<file path="config.mk">
export PLATFORM = sky130hd
export DESIGN_NAME = dmaUnitSeq
export DESIGN_NICKNAME = d
export VERILOG_FILES = /design/src/rtl/dmaSeqPkg.sv /design/src/rtl/dmaSeqCtrl.sv /design/src/rtl/dmaSeqPath.sv /design/src/rtl/dmaUnitSeq.sv
export SDC_FILE = /design/constraint.sdc
export NUM_CORES = 1
export LEC_CHECK = 0
export BUFFER_PORTS_ARGS = -buffer_cell sky130_fd_sc_hd__buf_2
export CAP_MARGIN = 40
export CORE_MARGIN = 1
export CORE_UTILIZATION = 60
export CTS_BUF_LIST = sky130_fd_sc_hd__clkbuf_2 sky130_fd_sc_hd__clkbuf_4 sky130_fd_sc_hd__clkbuf_8
export CTS_CLUSTER_SIZE = 24
export DETAILED_ROUTE_END_ITERATION = 12
export GPL_ROUTABILITY_DRIVEN = 0
export PLACE_DENSITY = 0.95
export SYNTH_ARGS = -nofsm -noshare
export SYNTH_HDL_FRONTEND = slang
export SYNTH_SLANG_ARGS = --single-unit
</file>
<file path="constraint.sdc">
create_clock -name clk -period 6.6 [get_ports clk]
set_input_delay 0.99 -clock clk [delete_from_list [all_inputs] [get_ports clk]]
set_output_delay 0.99 -clock clk [all_outputs]
set_load 0.02 [all_outputs]
</file>
<file path="src/rtl/dmaSeqPkg.sv">
package dmaSeqPkg;
  typedef enum logic [2:0] {
    ST_IDLE,
    ST_READ,
    ST_WRITE,
    ST_WAIT,
    ST_FINISH
  } seqState_t;

  // control-to-datapath strobes
  typedef struct packed {
    logic load;     // take the start fields
    logic capture;  // read acknowledged: fill the latch
    logic advance;  // write acknowledged: step and count
    logic finish;   // end of run report
  } seqStrobe_t;
endpackage

</file>
<file path="src/rtl/dmaSeqCtrl.sv">
module dmaSeqCtrl
  import dmaSeqPkg::*;
#(
  parameter int BUSY_W = 6
) (
  input  logic              clk,
  input  logic              rstN,
  input  logic              start,
  input  logic              srcZero,
  input  logic              runEnd,
  input  logic [BUSY_W-1:0] unitCost,
  input  logic              memAck,
  output seqStrobe_t        stb,
  output logic              memReq,
  output logic              memWe,
  output logic              rdPhase,
  output logic              busy
);
  seqState_t         state, nextState;
  logic [BUSY_W-1:0] busyCnt;

  always_comb begin
    stb       = '0;
    nextState = state;
    memReq    = 1'b0;
    memWe     = 1'b0;
    unique case (state)
      ST_IDLE: if (start) begin
        stb.load  = 1'b1;
        nextState = srcZero ? ST_WRITE : ST_READ;
      end
      ST_READ: begin
        memReq = 1'b1;
        if (memAck) begin
          stb.capture = 1'b1;
          nextState   = ST_WRITE;
        end
      end
      ST_WRITE: begin
        memReq = 1'b1;
        memWe  = 1'b1;
        if (memAck) begin
          stb.advance = 1'b1;
          nextState   = ST_WAIT;
        end
      end
      ST_WAIT: if (busyCnt == BUSY_W'(1)) begin
        if (runEnd) nextState = ST_FINISH;
        else        nextState = srcZero ? ST_WRITE : ST_READ;
      end
      ST_FINISH: begin
        stb.finish = 1'b1;
        nextState  = ST_IDLE;
      end
      default: nextState = ST_IDLE;
    endcase
  end

  always_ff @(posedge clk) begin
    if (!rstN) begin
      state   <= ST_IDLE;
      busyCnt <= '0;
    end else begin
      state <= nextState;
      if (stb.advance)            busyCnt <= unitCost;
      else if (state == ST_WAIT)  busyCnt <= busyCnt - BUSY_W'(1);
    end
  end

  assign rdPhase = (state == ST_READ);
  assign busy    = (state != ST_IDLE);
endmodule

</file>
<file path="src/rtl/dmaSeqPath.sv">
module dmaSeqPath
  import dmaSeqPkg::*;
#(
  parameter int ADDR_W      = 28,
  parameter int CNT_W       = 17,
  parameter int NUM_CH      = 4,
  parameter int COST_W      = 4,
  parameter int VLINE_W     = 9,
  parameter int STOP_LINE   = 161,
  parameter int CART_REGION = 8,
  localparam int CH_W   = $clog2(NUM_CH),
  localparam int BUSY_W = COST_W + 2,
  localparam int REG_W  = 4
) (
  input  logic               clk,
  input  logic               rstN,
  input  seqStrobe_t         stb,
  input  logic               rdPhase,
  input  logic [CH_W-1:0]    startCh,
  input  logic [ADDR_W-1:0]  startSrc,
  input  logic [ADDR_W-1:0]  startDst,
  input  logic [CNT_W-1:0]   startCount,
  input  logic               startWide,
  input  logic [1:0]         startSrcCtl,
  input  logic [1:0]         startDstCtl,
  input  logic               startRepeat,
  input  logic [1:0]         startMode,
  input  logic               startIrqEn,
  input  logic [VLINE_W-1:0] vLine,
  input  logic [31:0]        memRdata,
  input  logic [COST_W-1:0]  wsSrcCost,
  input  logic [COST_W-1:0]  wsDstCost,
  output logic [ADDR_W-1:0]  memAddr,
  output logic [31:0]        memWdata,
  output logic               memWide,
  output logic [REG_W-1:0]   wsSrcRegion,
  output logic [REG_W-1:0]   wsDstRegion,
  output logic               wsSeq,
  output logic               srcZero,
  output logic               runEnd,
  output logic [BUSY_W-1:0]  unitCost,
  output logic [CH_W-1:0]    doneCh,
  output logic               doneKeep,
  output logic [ADDR_W-1:0]  doneSrc,
  output logic [ADDR_W-1:0]  doneDst,
  output logic [NUM_CH-1:0]  irq
);
  logic [CH_W-1:0]   chReg;
  logic [ADDR_W-1:0] srcReg, dstReg, dstHome;
  logic [CNT_W-1:0]  cntReg;
  logic              wideReg, firstReg, repeatReg, irqEnReg;
  logic [1:0]        srcCtlReg, dstCtlReg, modeReg;
  logic [31:0]       xferLatch;
  logic              lastUnit, lowRegion, stopLine;

  function automatic logic [ADDR_W-1:0] stepAddr(input logic [ADDR_W-1:0] a,
                                                 input logic [1:0] code,
                                                 input logic wide);
    logic [ADDR_W-1:0] w;
    w = wide ? ADDR_W'(4) : ADDR_W'(2);
    case (code)
      2'd1:    stepAddr = a - w;
      2'd2:    stepAddr = a;
      default: stepAddr = a + w;
    endcase
  endfunction

  always_ff @(posedge clk) begin
    if (!rstN) begin
      chReg     <= '0;
      srcReg    <= '0;
      dstReg    <= '0;
      dstHome   <= '0;
      cntReg    <= '0;
      wideReg   <= 1'b0;
      firstReg  <= 1'b0;
      repeatReg <= 1'b0;
      irqEnReg  <= 1'b0;
      srcCtlReg <= '0;
      dstCtlReg <= '0;
      modeReg   <= '0;
      xferLatch <= '0;
    end else begin
      if (stb.load) begin
        chReg     <= startCh;
        srcReg    <= startSrc;
        dstReg    <= startDst;
        dstHome   <= startDst;
        cntReg    <= startCount;
        wideReg   <= startWide;
        firstReg  <= 1'b1;
        repeatReg <= startRepeat;
        irqEnReg  <= startIrqEn;
        srcCtlReg <= startSrcCtl;
        dstCtlReg <= startDstCtl;
        modeReg   <= startMode;
      end
      if (stb.capture)
        xferLatch <= wideReg ? memRdata : {memRdata[15:0], memRdata[15:0]};
      if (stb.advance) begin
        if (srcReg != '0) srcReg <= stepAddr(srcReg, srcCtlReg, wideReg);
        dstReg   <= stepAddr(dstReg, dstCtlReg, wideReg);
        cntReg   <= cntReg - CNT_W'(1);
        firstReg <= 1'b0;
      end
    end
  end

  // region lookup and cost
  assign wsSrcRegion = srcReg[ADDR_W-1 -: REG_W];
  assign wsDstRegion = dstReg[ADDR_W-1 -: REG_W];
  assign wsSeq       = ~firstReg;
  assign lastUnit    = (cntReg == CNT_W'(1));
  assign lowRegion   = (wsSrcRegion < REG_W'(CART_REGION)) || (wsDstRegion < REG_W'(CART_REGION));
  assign unitCost    = BUSY_W'(2) + BUSY_W'(wsSrcCost) + BUSY_W'(wsDstCost)
                     + ((lastUnit && lowRegion) ? BUSY_W'(2) : BUSY_W'(0));

  // memory side
  assign memAddr  = rdPhase ? srcReg : dstReg;
  assign memWdata = xferLatch;
  assign memWide  = wideReg;
  assign srcZero  = stb.load ? (startSrc == '0) : (srcReg == '0);
  assign runEnd   = (cntReg == '0);

  // end-of-run report
  assign stopLine = (chReg == CH_W'(NUM_CH - 1)) && (modeReg == 2'd3)
                  && (vLine == VLINE_W'(STOP_LINE));
  assign doneKeep = repeatReg && (modeReg != 2'd0) && !stopLine;
  assign doneCh   = chReg;
  assign doneSrc  = srcReg;
  assign doneDst  = (dstCtlReg == 2'd3) ? dstHome : dstReg;

  for (genvar g = 0; g < NUM_CH; g++) begin : gIrq
    assign irq[g] = stb.finish && irqEnReg && (chReg == CH_W'(g));
  end
endmodule

</file>
<file path="src/rtl/dmaUnitSeq.sv">
module dmaUnitSeq
  import dmaSeqPkg::*;
#(
  parameter int ADDR_W  = 28,
  parameter int CNT_W   = 17,
  parameter int NUM_CH  = 4,
  parameter int COST_W  = 4,
  parameter int VLINE_W = 9,
  localparam int CH_W   = $clog2(NUM_CH),
  localparam int BUSY_W = COST_W + 2
) (
  input  logic               clk,
  input  logic               rstN,
  input  logic               start,
  input  logic [CH_W-1:0]    startCh,
  input  logic [ADDR_W-1:0]  startSrc,
  input  logic [ADDR_W-1:0]  startDst,
  input  logic [CNT_W-1:0]   startCount,
  input  logic               startWide,
  input  logic [1:0]         startSrcCtl,
  input  logic [1:0]         startDstCtl,
  input  logic               startRepeat,
  input  logic [1:0]         startMode,
  input  logic               startIrqEn,
  input  logic [VLINE_W-1:0] vLine,
  output logic               memReq,
  output logic               memWe,
  output logic [ADDR_W-1:0]  memAddr,
  output logic               memWide,
  output logic [31:0]        memWdata,
  input  logic               memAck,
  input  logic [31:0]        memRdata,
  output logic [3:0]         wsSrcRegion,
  output logic [3:0]         wsDstRegion,
  output logic               wsSeq,
  output logic               wsWide,
  input  logic [COST_W-1:0]  wsSrcCost,
  input  logic [COST_W-1:0]  wsDstCost,
  output logic               busy,
  output logic               done,
  output logic [CH_W-1:0]    doneCh,
  output logic               doneKeep,
  output logic [ADDR_W-1:0]  doneSrc,
  output logic [ADDR_W-1:0]  doneDst,
  output logic [NUM_CH-1:0]  irq
);
  seqStrobe_t        stb;
  logic              srcZero, runEnd, rdPhase;
  logic [BUSY_W-1:0] unitCost;

  dmaSeqCtrl #(.BUSY_W(BUSY_W)) u_ctrl (
    .clk(clk), .rstN(rstN), .start(start), .srcZero(srcZero), .runEnd(runEnd),
    .unitCost(unitCost), .memAck(memAck), .stb(stb), .memReq(memReq),
    .memWe(memWe), .rdPhase(rdPhase), .busy(busy)
  );

  dmaSeqPath #(
    .ADDR_W(ADDR_W), .CNT_W(CNT_W), .NUM_CH(NUM_CH),
    .COST_W(COST_W), .VLINE_W(VLINE_W)
  ) u_path (
    .clk(clk), .rstN(rstN), .stb(stb), .rdPhase(rdPhase),
    .startCh(startCh), .startSrc(startSrc), .startDst(startDst),
    .startCount(startCount), .startWide(startWide), .startSrcCtl(startSrcCtl),
    .startDstCtl(startDstCtl), .startRepeat(startRepeat), .startMode(startMode),
    .startIrqEn(startIrqEn), .vLine(vLine), .memRdata(memRdata),
    .wsSrcCost(wsSrcCost), .wsDstCost(wsDstCost), .memAddr(memAddr),
    .memWdata(memWdata), .memWide(memWide), .wsSrcRegion(wsSrcRegion),
    .wsDstRegion(wsDstRegion), .wsSeq(wsSeq), .srcZero(srcZero),
    .runEnd(runEnd), .unitCost(unitCost), .doneCh(doneCh),
    .doneKeep(doneKeep), .doneSrc(doneSrc), .doneDst(doneDst), .irq(irq)
  );

  assign wsWide = memWide;
  assign done   = stb.finish;
endmodule

</file>
==> flow_summary.html <==
<table>
<tr><th>Metric</th><th>Value</th></tr>
<tr><th colspan="2">Flow run</th></tr>
<tr><td>Max Cap Viol</td><td>0</td></tr>
<tr><th colspan="2">Finish</th></tr>
<tr><td>Area Growth Syn to Fin</td><td>16.1%</td></tr>
<tr><td>Fraction of layout cells with a size suffix above 1</td><td>25.0%</td></tr>
<tr><td>Number of antenna diodes</td><td>0</td></tr>
<tr><td>Total number of nets in the final design</td><td>1777</td></tr>
<tr><td>Final Cell Area</td><td>~0.012 mm²</td></tr>
<tr><th colspan="2">Clocking</th></tr>
<tr><td>Clock transition time at the flip-flop clock pins of the worst setup and hold paths</td><td>0.11 ns</td></tr>
<tr><td>Number of gates resized after cts</td><td>0</td></tr>
<tr><td>Clock tree from TritonCTS</td><td>built</td></tr>
<tr><td>Clock sinks</td><td>~150</td></tr>
<tr><td>Setup fix buffers added after clock tree synthesis</td><td>0</td></tr>
<tr><td>Hold buffer count at CTS</td><td>0</td></tr>
<tr><td>Later-pin clock latency in the skew report</td><td>roughly 0.48 ns</td></tr>
<tr><td>Clock root buffer</td><td>clkbuf_8</td></tr>
<tr><td>H-tree levels</td><td>4</td></tr>
<tr><td>Total CTS buffers</td><td>17</td></tr>
<tr><td>Maximum clock insertion buffer count</td><td>2</td></tr>
<tr><th colspan="2">Synth</th></tr>
<tr><td>Share of synthesized registers carrying an async set or reset</td><td>0%</td></tr>
<tr><td>Number of flops mapped to enable cells by yosys</td><td>0</td></tr>
<tr><td>Most used flip-flop cell after synthesis</td><td>dfxtp_1</td></tr>
<tr><td>Gate count after technology mapping</td><td>roughly 1400</td></tr>
<tr><td>Number of storage elements in the synthesis netlist</td><td>between 150 and 200</td></tr>
<tr><td>Per-instance average area after synthesis</td><td>between 7 and 8 µm²</td></tr>
<tr><td>Seq/Total Area, Yosys</td><td>29.0%</td></tr>
<tr><td>Yosys warnings</td><td>0</td></tr>
<tr><td>Cell area after technology mapping</td><td>~0.011 mm²</td></tr>
<tr><td>Number of different library cells in the post-synthesis netlist</td><td>about 80</td></tr>
<tr><td>Net count of the mapped netlist</td><td>~1600</td></tr>
<tr><th colspan="2">Global route</th></tr>
<tr><td>Number of antenna violations at the first check in global routing</td><td>0</td></tr>
<tr><td>Pin count of the biggest net entering global routing</td><td>75</td></tr>
<tr><td>Remaining Overflow, GRT</td><td>0</td></tr>
<tr><td>Global routing usage on met1</td><td>approximately half</td></tr>
<tr><td>Met2 routing resource usage after global routing</td><td>62.7%</td></tr>
<tr><td>Vias in the first global route</td><td>roughly 12000</td></tr>
<tr><td>First-pass GRT wire length</td><td>around 58 mm</td></tr>
<tr><td>Peak-usage layer in the global routing report</td><td>met2</td></tr>
<tr><td>Total track usage</td><td>just over 40%</td></tr>
<tr><td>Met3 usage</td><td>under 10%</td></tr>
<tr><th colspan="2">Worst setup path</th></tr>
<tr><td>Category of the most critical setup path</td><td>flop to flop</td></tr>
<tr><td>Critical Path Start</td><td>u_path.dstCtlReg[0]</td></tr>
<tr><td>Startpoint Class</td><td>flop</td></tr>
<tr><td>Critical path data required time</td><td>roughly 7.0 ns</td></tr>
<tr><td>Biggest fanout along the worst timing path</td><td>14</td></tr>
<tr><td>Worst reg2reg startpoint</td><td>u_path.dstCtlReg[0]</td></tr>
<tr><td>Type of element capturing the critical path</td><td>flop</td></tr>
<tr><td>CP arrival</td><td>around 4.5 ns</td></tr>
<tr><th colspan="2">STA</th></tr>
<tr><td>Slew at the pin closest to its max-slew limit</td><td>approximately 1 ns</td></tr>
<tr><td>Highest clock frequency the design can meet</td><td>roughly 240 MHz</td></tr>
<tr><td>Max Slew Vio Count</td><td>0</td></tr>
<tr><td>Rel. slew slack</td><td>33.6%</td></tr>
<tr><td>Aggregate negative setup slack</td><td>0 ns</td></tr>
<tr><td>Final Cycle Share</td><td>between 60% and 70%</td></tr>
<tr><td>Hold Violations, Final</td><td>0</td></tr>
<tr><td>Final period demand of the worst path</td><td>4.15 ns</td></tr>
<tr><td>Worst-case clock skew</td><td>roughly 0.016 ns</td></tr>
<tr><td>Setup violation total in the final timing report</td><td>0</td></tr>
<tr><td>Setup repair after global routing missed its margin</td><td>false</td></tr>
<tr><th colspan="2">Floorplan</th></tr>
<tr><td>Number of rows created at floorplan</td><td>48</td></tr>
<tr><td>Overall die height</td><td>around 140 µm</td></tr>
<tr><td>Num ports</td><td>about 280</td></tr>
<tr><td>Die W</td><td>~140 µm</td></tr>
<tr><td>Area of the die</td><td>0.0183 mm²</td></tr>
<tr><td>Floorplan core area</td><td>roughly 0.017 mm²</td></tr>
<tr><td>Starting density of the core</td><td>roughly 60%</td></tr>
<tr><th colspan="2">Detailed routing</th></tr>
<tr><td>Detailed-router iteration count before antenna repair</td><td>7</td></tr>
<tr><td>Total Wirelength</td><td>between 30 and 40 mm</td></tr>
<tr><td>Drt initial violations</td><td>around 1800</td></tr>
<tr><td>Post-route antenna net violation count</td><td>0</td></tr>
<tr><td>Final routed DRC violation total</td><td>0</td></tr>
<tr><td>Routed len/inst</td><td>around 20 µm</td></tr>
<tr><td>Via count of the routed design</td><td>about 12000</td></tr>
<tr><td>Via-per-instance ratio</td><td>roughly 6.7</td></tr>
<tr><th colspan="2">Pwr</th></tr>
<tr><td>Leak</td><td>roughly 5.3 nW</td></tr>
<tr><td>Maximum VDD drop</td><td>around 0.20 mV</td></tr>
<tr><td>Design Power</td><td>around 0.0047 W</td></tr>
<tr><td>Power density relative to cell area</td><td>383 mW/mm²</td></tr>
<tr><th colspan="2">Status</th></tr>
<tr><td>Result of the run</td><td>complete, no violations</td></tr>
<tr><th colspan="2">Placed design</th></tr>
<tr><td>Post-DP Area</td><td>between 0.01 and 0.015 mm²</td></tr>
<tr><td>Port Buffer Count</td><td>274</td></tr>
<tr><td>Detailed Place HPWL</td><td>~27 mm</td></tr>
<tr><th colspan="2">Worst hold path</th></tr>
<tr><td>Worst min-delay path startpoint</td><td>u_path.memWdata[1]</td></tr>
<tr><td>Hold/Removal Path Class</td><td>flop to flop</td></tr>
</table>
## final cells by class
class	count	area, µm²
Clock inverter	15	189
Sequential cell	154	3080
Inverter	25	95.1
Clock buffer	17	234
Tap cell	225	282
Multi-Input combinational cell	1109	6980
Timing Repair Buffer	288	1480
Fill cell	1300	4950
## through the flow
stage | instances | setup WS, ns | hold slack, ns | utilization [%]
6_report | 1833 | 2.45 | 0.459 | 71.4
5_1_grt | 1833 | 2.38 | 0.469 | 71.4
4_1_cts | 1833 | 2.74 | 0.459 | 71.4
3_5_place_dp | 1801 | 2.79 | 0.446 | 68.9
3_3_place_gp | 1801 | 2.99 | 0.439 | 68.9
2_1_floorplan | 1403 | 2.79 | 0.433 | -
## critical path: stages (launching register included)
cell and delay, ns:
dfxtp_1 0.37, inv_1 0.11, nor2_1 0.77, buf_4 0.36, ha_1 0.24, o21ai_0 0.16
a2111oi_0 0.73, o211ai_1 0.17, nand3_1 0.23, a311oi_1 0.18, o21ai_0 0.37, mux2i_1 0.23
a31oi_1 0.09
## report_power, final
group	switching, W	internal (W)
Sequential	0.000366	0.00115
Combinational	0.00154	0.000879
Clock	0.000415	0.000381
Total	0.00232	0.00241
## metal layers
metal,wire [µm],vias to the layer above
li1,-,5495
met1,13600,5511
met2,17100,1030
met3,4880,211
met4,2000,0
met5,0,-
## cells in the final DEF (no fill, tap or decap), types with 28 or more instances in the layout
cell type	synthesis	layout
a211oi_1	37	37
dfxtp_1	154	154
ha_1	43	43
nand3_1	36	36
mux2_2	55	55
nor3_1	40	39
nor2_1	120	120
a31oi_1	32	31
buf_2	15	274
nand2_1	205	204
o21ai_0	73	73
mux2i_1	28	28
a21oi_1	132	132
## cells by family after synthesis
group,Yosys count,share of synthesized area [%]
AO/OA/AOI/OAI,406,24.3
flip-flops,154,29.0
adder cells (fa/ha/maj),45,5.44
multiplexers,83,8.46
XOR/XNOR,36,2.97
buffers and inverters,140,5.61
AND/OR/NAND/NOR,539,24.2
## final timing paths
| path | to | slack, ns | depth (start not counted) |
|---|---|---|---|
| setup / recovery | u_path.dstReg[24] | 2.45 | 12 |
| hold / removal | u_path.memWdata[1] | 0.46 | 2 |
| setup reg to reg | u_path.dstReg[24] | 2.45 | 12 |
| hold reg to reg | u_path.memWdata[1] | 0.46 | 2 |
## synthesized netlist by cell type (all sizes together), types with 5 or more instances
master	instances	area share (%)
ha	43	5.1
nor2	122	4.4
nor2b	5	0.29
mux2	55	5.8
o21ai	76	3.6
and2	9	0.53
inv	25	0.88
or4	9	0.64
mux2i	28	2.6
o31ai	9	0.64
nand3	36	1.7
nand4	16	0.94
o22ai	7	0.41
a211o	5	0.41
buf	36	1.9
a221oi	12	0.99
xor2	11	0.91
a22oi	10	0.80
or3	15	0.88
or2	8	0.47
nor4b	5	0.41
nor3b	7	0.49
nand2	206	7.3
nor3	40	1.9
nand2b	14	0.89
dfxtp	154	29
o211ai	13	0.92
a211oi	37	2.6
xnor2	25	2.1
a31oi	32	1.9
a21oi	132	6.2
a311oi	6	0.49
and3	15	0.93
a21o	15	1.1
clkbuf	79	2.8
nor4	20	1.4
o21a	11	0.78
## sequential cells by signal (all words and copies together) (netlist names), 3 cells and up
| name | cells |
|---|---|
| u_path.memWdata | 32 |
| u_path.dstHome | 28 |
| u_ctrl.state | 3 |
| u_path.cntReg | 17 |
| u_ctrl.busyCnt | 6 |
| u_path.doneSrc | 28 |
| u_path.dstReg | 28 |
No activity file was read; power rests on OpenSTA's default activity.
